`src/rtl/dual_slot_rx_ctrl.sv`:
```
module dual_slot_rx_ctrl #(
  parameter int AW = 4,
  parameter int LW = 16,
  parameter int TX_MIN = 64,
  parameter int TX_MAX = 1530
) (
  input  logic          clk,
  input  logic          rst_n,
  input  logic          acc_valid,
  input  logic          acc_write,
  input  logic [AW-1:0] acc_addr,
  input  logic [31:0]   acc_wdata,
  output logic [31:0]   acc_rdata,
  output logic          acc_err,
  input  logic          frame_done,
  input  logic [LW-1:0] frame_len,
  output logic          rx_ready,
  output logic          rx_irq,
  output logic          tx_irq,
  input  logic          mdio_in,
  output logic          mdio_out,
  output logic          mdio_oe,
  output logic          mdio_clk,
  output logic          phy_reset
);
  localparam int NREG = 7;
  localparam logic [31:0] ST_LOADED  = 32'd1;
  localparam logic [31:0] ST_PENDING = 32'd2;

  logic [31:0] setup_q, mdio_q, st0_q, cnt0_q, st1_q, cnt1_q, txc_q;
  logic        rx_irq_q, tx_irq_q, acc_err_q;

  wire mapped   = 32'(acc_addr) < NREG;
  wire wr_en    = acc_valid && acc_write && mapped;
  wire ld0      = st0_q == ST_LOADED;
  wire ld1      = st1_q == ST_LOADED;
  wire take0    = frame_done && ld0;
  wire take1    = frame_done && !ld0 && ld1;
  wire pend     = (st0_q == ST_PENDING) || (st1_q == ST_PENDING);
  wire tx_wr    = wr_en && acc_addr == AW'(6);
  wire tx_nz    = acc_wdata != 32'd0;
  wire tx_legal = acc_wdata >= 32'(TX_MIN) && acc_wdata <= 32'(TX_MAX);

  always_ff @(posedge clk) begin
    if (!rst_n) begin
      setup_q   <= '0;
      mdio_q    <= '0;
      st0_q     <= '0;
      cnt0_q    <= '0;
      st1_q     <= '0;
      cnt1_q    <= '0;
      txc_q     <= '0;
      rx_irq_q  <= 1'b0;
      tx_irq_q  <= 1'b0;
      acc_err_q <= 1'b0;
    end else begin
      acc_err_q <= acc_valid && !mapped;
      tx_irq_q  <= tx_wr && tx_nz;
      rx_irq_q  <= pend;
      mdio_q[1] <= mdio_in;
      if (wr_en) begin
        case (acc_addr)
          AW'(0): setup_q <= acc_wdata;
          AW'(1): mdio_q  <= {acc_wdata[31:2], mdio_in, acc_wdata[0]};
          AW'(2): st0_q   <= acc_wdata;
          AW'(3): cnt0_q  <= acc_wdata;
          AW'(4): st1_q   <= acc_wdata;
          AW'(5): cnt1_q  <= acc_wdata;
          AW'(6): txc_q   <= (tx_nz && tx_legal) ? 32'd0 : acc_wdata;
          default: ;
        endcase
      end
      if (take0) begin
        st0_q  <= ST_PENDING;
        cnt0_q <= 32'(frame_len);
      end
      if (take1) begin
        st1_q  <= ST_PENDING;
        cnt1_q <= 32'(frame_len);
      end
    end
  end

  always_comb begin
    case (acc_addr)
      AW'(0):  acc_rdata = setup_q;
      AW'(1):  acc_rdata = mdio_q;
      AW'(2):  acc_rdata = st0_q;
      AW'(3):  acc_rdata = cnt0_q;
      AW'(4):  acc_rdata = st1_q;
      AW'(5):  acc_rdata = cnt1_q;
      AW'(6):  acc_rdata = txc_q;
      default: acc_rdata = '0;
    endcase
  end

  assign rx_ready  = ld0 || ld1;
  assign rx_irq    = rx_irq_q;
  assign tx_irq    = tx_irq_q;
  assign acc_err   = acc_err_q;
  assign mdio_out  = mdio_q[0];
  assign mdio_oe   = mdio_q[2];
  assign mdio_clk  = mdio_q[3];
  assign phy_reset = setup_q[0];
endmodule


```
`config.mk`:
```
export PLATFORM = sky130hd
export DESIGN_NAME = dual_slot_rx_ctrl
export DESIGN_NICKNAME = d
export VERILOG_FILES = /design/src/rtl/dual_slot_rx_ctrl.sv
export SDC_FILE = /design/constraint.sdc
export NUM_CORES = 1
export LEC_CHECK = 0
export BUFFER_PORTS_ARGS = -buffer_cell sky130_fd_sc_hd__buf_4
export CAP_MARGIN = 20
export CORE_MARGIN = 5
export CORE_UTILIZATION = 53
export DETAILED_ROUTE_END_ITERATION = 8
export GPL_TIMING_DRIVEN = 0
export PLACE_DENSITY_LB_ADDON = 0.05
export SYNTH_ARGS = -nofsm -noshare
export SYNTH_HDL_FRONTEND = slang
export SYNTH_SLANG_ARGS = --single-unit
```
`constraint.sdc`:
```
create_clock -name clk -period 2.07 [get_ports clk]
set_input_delay 0.207 -clock clk [delete_from_list [all_inputs] [get_ports clk]]
set_output_delay 0.207 -clock clk [all_outputs]
set_load 0.05 [all_outputs]
```
==> results by group, run 1 <==
Timing
  – Minimum clock period: 2604 ps
  – Sum Neg Setup Slack: -28770 ps
  – RSZ-0062 raised after global routing: yes
  – Clock skew: 13.75 ps
  – Worst Max-Slew Pin Slew: 1060 ps
  – Fmax: 384.1 MHz
  – Final setup margin: -533.5 ps
  – Final setup vio count: 124
  – Final hold viol count: 0
  – Tcrit/Tclk final: 1.258
  – Slew HR: 0.2935
  – Final Max Slew Viols: 0

Final layout
  – Final nets: 1509
  – Multi-input logic area: 5520 um2
  – Post-layout util: 0.7074
  – Area Growth Syn to Fin: 31.84%
  – Number of fill cells: 1479
  – Commonest non-fill, non-tap cells in the layout: nand2_1, dfxtp_1, a21oi_1
  – Commonest non-fill, non-tap cell in the layout: nand2_1
  – Layout cells sized above 1: 0.2004
  – N_diodes: 0
  – Fin area: 13230 um2
  – Register area: 4551 um2

Floorplan
  – Boundary Pins: 98
  – Starting Density: 0.5365
  – Die area: 21790 um2
  – Die W: 147.6 um
  – Core ar.: 18710 um2
  – Die H: 147.6 um
  – FP Rows: 50

Yosys
  – Register area share after synthesis: 0.4528
  – Seq cells post-synth: 227
  – Syn avg cell area: 7.655 um2
  – Yosys warns: 0
  – Mapped Area: 10040 um2
  – Post-synth cell types: 43
  – Syn nets: 1369
  – Cells after Synth: 1311

Global routing
  – Largest net degree at the start of global routing: 14
  – Antenna violations before repair: 0
  – Global Route Usage Sum: 0.3503
  – Number of global-route vias before repair: 9837
  – First-pass GRT wire length: 58930 um
  – GRT overflow: 0

Setup path
  – Critical Path RT: 1860 ps
  – Element type at the critical path end: primary output
  – Critical Path AT: 2400 ps
  – Crit-path slowest cell: nor4_4
  – Worst-path fanout max: 3
  – CP Launch Type: register
  – Crit-path most repeated cell: nor4_4
  – Worst path max stage delay: 440 ps
  – Worst path cell trace: nor4_4 > nand4_1 > buf_4 > nor4_4 > or2_4 > buf_8
  – WS Path Type: register to primary output

Clocking
  – CTS tree: yes
  – Num CTS Buffers: 25
  – Worst-skew pair later-pin latency: 530 ps
  – Root cell of the clock tree: clkbuf_16
  – H-tree levels: 1
  – Max Buffers Root-to-Sink: 3
  – Clk pin slew, worst setup/hold paths: 60 ps
  – Clk sinks: 227

Pwr
  – P_leak: 4.916 nW
  – Pwr dens: 733.6 nW/um2
  – Worst vdd ir: 0.5867 mV

Placement
  – PortBufs: 61
  – Placer Congestion: 0.9957
  – Cell Area, Placed: 10900 um2
  – Post-DP HPWL: 27420 um
  – Pre-CTS setup slack: -1080 ps

Drt
  – Via Count: 10840
  – Vias/cell: 6.372
  – Routed WL per cell: 24.04 um
  – Post-route ant nets: 0
  – Final wirelength: 40890 um
  – DRC viols: 0
  – Iteration-0 DRC Markers: 1365
  – 1st-pass router iterations: 6

Job
  – Max-cap violations: 0

Run status
  – Violated checks: negative setup slack
  – Status: complete, but fails checks

Hold path
  – Hold Crit Class: primary input to register
-- worst max-delay path, delay by kind of cell (launching register included) --
family	cells	cell delay [ps]
AND/OR/NAND/NOR	4	1210
flip-flops	1	350
buffers and inverters	2	320
-- cell usage after synthesis --
master / number / area, um2
and2_0: 3 / 18.77
nand2_1: 421 / 1580
nor4_1: 21 / 131.4
a221o_1: 1 / 10.01
o41ai_2: 1 / 16.27
and2_1: 4 / 25.02
a22oi_1: 64 / 480.5
and4_1: 2 / 17.52
mux2i_1: 32 / 320.3
nand3b_1: 1 / 7.510
or3_1: 1 / 6.260
a21oi_1: 205 / 1026
a31o_2: 1 / 8.760
o211a_1: 10 / 100.1
and3_1: 4 / 25.02
o21a_1: 1 / 7.510
or2_2: 1 / 6.260
a31oi_1: 2 / 12.51
buf_2: 22 / 110.1
nand4_1: 3 / 18.77
inv_1: 2 / 7.510
buf_1: 6 / 22.52
nor4b_1: 3 / 26.28
a211oi_1: 6 / 45.04
nor2_1: 13 / 48.80
nor2b_1: 2 / 12.51
and3b_1: 1 / 8.760
a21boi_0: 1 / 7.510
buf_6: 3 / 33.78
or4_1: 2 / 15.01
o41ai_1: 16 / 140.1
a222oi_1: 22 / 220.2
nand3_1: 59 / 295.3
clkbuf_1: 104 / 390.4
nor3b_1: 1 / 7.510
a41oi_1: 1 / 8.760
o21ai_0: 10 / 50.05
nor3_1: 2 / 10.01
a2111o_1: 1 / 11.26
buf_4: 10 / 75.07
nand2b_1: 17 / 106.4
dfxtp_1: 227 / 4544
nor4bb_1: 2 / 20.02
-- through the flow --
step	instances	power, mW	hold WS, ps
floorplan	1311	4.812	334.3
global placement	1606	5.040	426.7
detailed placement	1607	5.042	422.1
CTS	1684	9.580	0.4973
global route	1701	9.904	8.053
finish	1701	9.706	1.962
-- repair_timing --
item | in CTS | in global routing
gates resized for setup | 114 | 112
hold buffers | 20 | 0
pin swaps | 14 | 19
buffers inserted | 15 | 13
gates cloned | 2 | 7
endpoints found under the setup margin | 192 | 158
hold endpoints to repair | 62 | 0
-- cell families after synthesis --
| logic type | Yosys count | share of synthesized area |
|---|---|---|
| DFF | 227 | 0.4528 |
| AOI/OAI and AO/OA | 342 | 0.2137 |
| buffers and inverters | 147 | 0.06371 |
| muxes | 32 | 0.03192 |
| and+or+nand+nor | 563 | 0.2379 |
-- metal layers --
metal | vias to the layer above | GRT usage | wire length, um
li1 | 4822 | - | -
met1 | 5120 | 0.4536 | 15340
met2 | 703 | 0.5600 | 18390
met3 | 193 | 0.05978 | 4168
met4 | 0 | 0.1883 | 2982
met5 | - | 0 | 0
-- power by group --
group          switching [mW]  internal (mW)  total (mW)
clock network            1.84           2.67        4.51
logic                   0.492          0.293       0.785
registers              0.0180           4.39        4.41
total                    2.35           7.35        9.71
-- layout make-up --
class	count	share of cell area
clock buffer	35	0.05466
timing repair buffer	117	0.09002
tap	234	0.02213
multi-input combinational	937	0.4172
clock inverter	8	0.007092
sequential	227	0.3439
inverter	2	0.0005674
buffer	141	0.06440
-- sequential cells by signal (all words and copies together) (netlist names) --
| name | flops |
|---|---|
| cnt0_q | 32 |
| tx_irq | 1 |
| st0_q | 32 |
| mdio_q | 32 |
| setup_q | 32 |
| st1_q | 32 |
| acc_err | 1 |
| cnt1_q | 32 |
| rx_irq | 1 |
| txc_q | 32 |
-- path summary, 6_finish.rpt --
path / to / start / cells past startpoint / slack, ps
setup / recovery: rx_ready / st1_q[17]$_SDFFE_PP0P_ / 6 / -530
hold / removal: cnt0_q[13]$_SDFFE_PN0P_ / frame_len[13] / 3 / 2
setup reg to reg: st1_q[4]$_SDFFE_PP0P_ / st1_q[17]$_SDFFE_PP0P_ / 10 / -460
hold reg to reg: txc_q[9]$_SDFFE_PN0P_ / txc_q[9]$_SDFFE_PN0P_ / 2 / 450
Power figures use the tool's default switching activity.
==> inputs of run 2 (changes only) <==
--- a/config.mk
+++ b/config.mk
@@ -11,6 +11,7 @@
 export CORE_UTILIZATION = 53
 export DETAILED_ROUTE_END_ITERATION = 8
 export GPL_TIMING_DRIVEN = 0
+export MAX_ROUTING_LAYER = met4
 export PLACE_DENSITY_LB_ADDON = 0.05
 export SYNTH_ARGS = -nofsm -noshare
 export SYNTH_HDL_FRONTEND = slang
==> constraint.sdc (replaced) <==
create_clock -name clk -period 2.07 [get_ports clk]
set_input_delay 0.207 -clock clk [delete_from_list [all_inputs] [get_ports clk]]
set_output_delay 0.207 -clock clk [all_outputs]
set_load 0.01 [all_outputs]
==> run 2 against run 1 <==
Against the previous run:
- the flow finishes with violations (negative hold slack, negative setup slack)
- wire length down 2.0%
- first-iteration DRC count rose by 16%
- sequential share of layout area rose by 0.85 points
- count of clock-buffer cells in the layout up 4
- register-to-register slack worse by 96 ps
- highest routed layer unchanged
- hold slack lost 3.2 ps
- final cell count grew 0.12%
- clock power increased by 1%
- design area fell by 2.4%
- non-clock buffer count stayed put
- via count hardly changed
==> results by group, run 2 (synthesis gave the netlist of run 1 again) <==
Run status
  – Status: complete, but fails checks (unchanged)
  – Violated checks: negative hold slack, negative setup slack (was negative setup slack)

Global routing
  – Antenna violations before repair: 0 (unchanged)
  – Largest net degree at the start of global routing: 14 (unchanged)
  – Number of global-route vias before repair: 9985 (was 9837)
  – Global Route Usage Sum: 0.3564 (was 0.3503)
  – First-pass GRT wire length: 58680 um (was 58930 um)
  – GRT overflow: 0 (unchanged)

Final layout
  – Commonest non-fill, non-tap cell in the layout: nand2_1 (unchanged)
  – Layout cells sized above 1: 0.1824 (was 0.2004)
  – Final nets: 1509 (unchanged)
  – N_diodes: 0 (unchanged)
  – Fin area: 12920 um2 (was 13230 um2)
  – Commonest non-fill, non-tap cells in the layout: nand2_1, dfxtp_1, a21oi_1 (unchanged)
  – Post-layout util: 0.6906 (was 0.7074)
  – Finished Layout Cells: 1703 (was 1701)
  – Area Growth Syn to Fin: 28.72% (was 31.84%)

Setup path
  – Critical Path RT: 2500 ps (was 1860 ps)
  – Worst R2R Setup Slack: -560 ps (was -460 ps)
  – WS Path Type: register to register (was register to primary output)
  – Critical Path AT: 3060 ps (was 2400 ps)
  – CP Launch Type: register (unchanged)
  – Worst-path fanout max: 5 (was 3)
  – Element type at the critical path end: register (was primary output)

Floorplan
  – Boundary Pins: 98 (unchanged)
  – Core ar.: 18710 um2 (unchanged)
  – FP Rows: 50 (unchanged)
  – Starting Density: 0.5365 (unchanged)
  – Die H: 147.6 um (unchanged)
  – Die area: 21790 um2 (unchanged)
  – Die W: 147.6 um (unchanged)

Timing
  – Minimum clock period: 2626 ps (was 2604 ps)
  – Sum Neg Setup Slack: -29680 ps (was -28770 ps)
  – RSZ-0062 raised after global routing: yes (unchanged)
  – Hold Worst Slack: -1.230 ps (was 1.962 ps)
  – Final Max Slew Viols: 0 (unchanged)
  – Final setup vio count: 67 (was 124)
  – Final hold viol count: 1 (was 0)
  – Clock skew: 16.96 ps (was 13.75 ps)
  – Tcrit/Tclk final: 1.269 (was 1.258)
  – Worst Max-Slew Pin Slew: 1131 ps (was 1060 ps)
  – Final setup margin: -556.4 ps (was -533.5 ps)
  – Fmax: 380.8 MHz (was 384.1 MHz)
  – Slew HR: 0.2457 (was 0.2935)

Placement
  – Post-DP HPWL: 26990 um (was 27420 um)
  – PortBufs: 61 (unchanged)
  – Cells after DPL: 1606 (was 1607)
  – Cell Area, Placed: 10790 um2 (was 10900 um2)
  – Pre-CTS setup slack: -1245 ps (was -1080 ps)
  – Placer Congestion: 0.9980 (was 0.9957)

Pwr
  – Combinational Power Share: 0.078 (was 0.081)
  – Worst vdd ir: 0.7045 mV (was 0.5867 mV)
  – Internal: 7.432 mW (was 7.354 mW)
  – Total power: 9.730 mW (was 9.706 mW)
  – Clock Power Share: 0.469 (was 0.465)
  – Pwr dens: 753.1 nW/um2 (was 733.6 nW/um2)
  – P_leak: 4.678 nW (was 4.916 nW)
  – Reg power frac: 0.453 (was 0.454)
  – Net Switching: 2.298 mW (was 2.352 mW)
  – Switching Fraction: 0.2362 (was 0.2423)

Clocking
  – Root cell of the clock tree: clkbuf_16 (unchanged)
  – Worst-skew pair later-pin latency: 540 ps (was 530 ps)
  – Clk sinks: 227 (unchanged)
  – Max Buffers Root-to-Sink: 3 (unchanged)
  – H-tree levels: 1 (unchanged)
  – CTS tree: yes (unchanged)
  – Num CTS Buffers: 25 (unchanged)
  – Clk pin slew, worst setup/hold paths: 60 ps (about the same)

Drt
  – Post-route ant nets: 0 (unchanged)
  – Iteration-0 DRC Markers: 1583 (was 1365)
  – Routed WL per cell: 23.53 um (was 24.04 um)
  – Vias/cell: 6.365 (was 6.372)
  – Final wirelength: 40070 um (was 40890 um)
  – Via Count: 10840 (about the same)
  – DRC viols: 0 (unchanged)
  – 1st-pass router iterations: 6 (unchanged)

Job
  – Max-cap violations: 0 (unchanged)

Hold path
  – Hold Crit Class: primary input to register (unchanged)
-- run 2: power by group through the flow --
stage	registers (mW)	logic, mW	clock network, mW
4_1_cts	4.41	0.663	4.56
5_1_grt	4.41	0.784	4.78
3_3_place_gp	4.50	0.522	0
3_5_place_dp	4.51	0.525	0
2_1_floorplan	4.50	0.301	0
6_report	4.41	0.763	4.56
-- run 2: per-layer routing --
metal,part of all wire,routed length (um),global-route usage,up-vias
met1,0.37,15000,0.4381,5160
met2,0.46,18270,0.5584,664
met3,0.10,4076,0.06162,177
li1,-,-,-,4838
met4,0.068,2715,0.1966,0
met5,0,0,-,-
-- run 2: final timing paths --
check / startpoint / end / cells after the start
min: frame_len[12] / cnt0_q[12]$_SDFFE_PN0P_ / 3
max reg2reg: st1_q[3]$_SDFFE_PP0P_ / cnt1_q[31]$_SDFFE_PP0P_ / 10
min reg2reg: txc_q[10]$_SDFFE_PN0P_ / txc_q[10]$_SDFFE_PN0P_ / 2
max: st1_q[3]$_SDFFE_PP0P_ / cnt1_q[31]$_SDFFE_PP0P_ / 10
-- run 2: critical path, cell delays in order (launching register included) --
cell       delay (ps)
dfxtp_4           360
nor4_4            430
nand4_1           190
buf_6             170
or3_4             360
o41ai_4           350
buf_4             200
buf_6             120
buf_12            140
clkbuf_16         160
a21oi_2            40
-- run 2: timing repair --
item                                   CTS  global route
resized for setup                      113            81
cloned                                   0             3
hold buffers                            32             0
setup endpoints to repair              173           179
buffers inserted                        13            11
pin swaps                               20            10
endpoints found under the hold margin  107             0
-- run 2: area by class of cell --
type	count	area, um2
inverter	2	7.507
tap	234	292.8
sequential	227	4553
buffer	140	772.0
clock buffer	39	758.2
clock inverter	6	83.83
multi-input combinational	937	5368
timing repair buffer	118	1084
fill	1559	5787
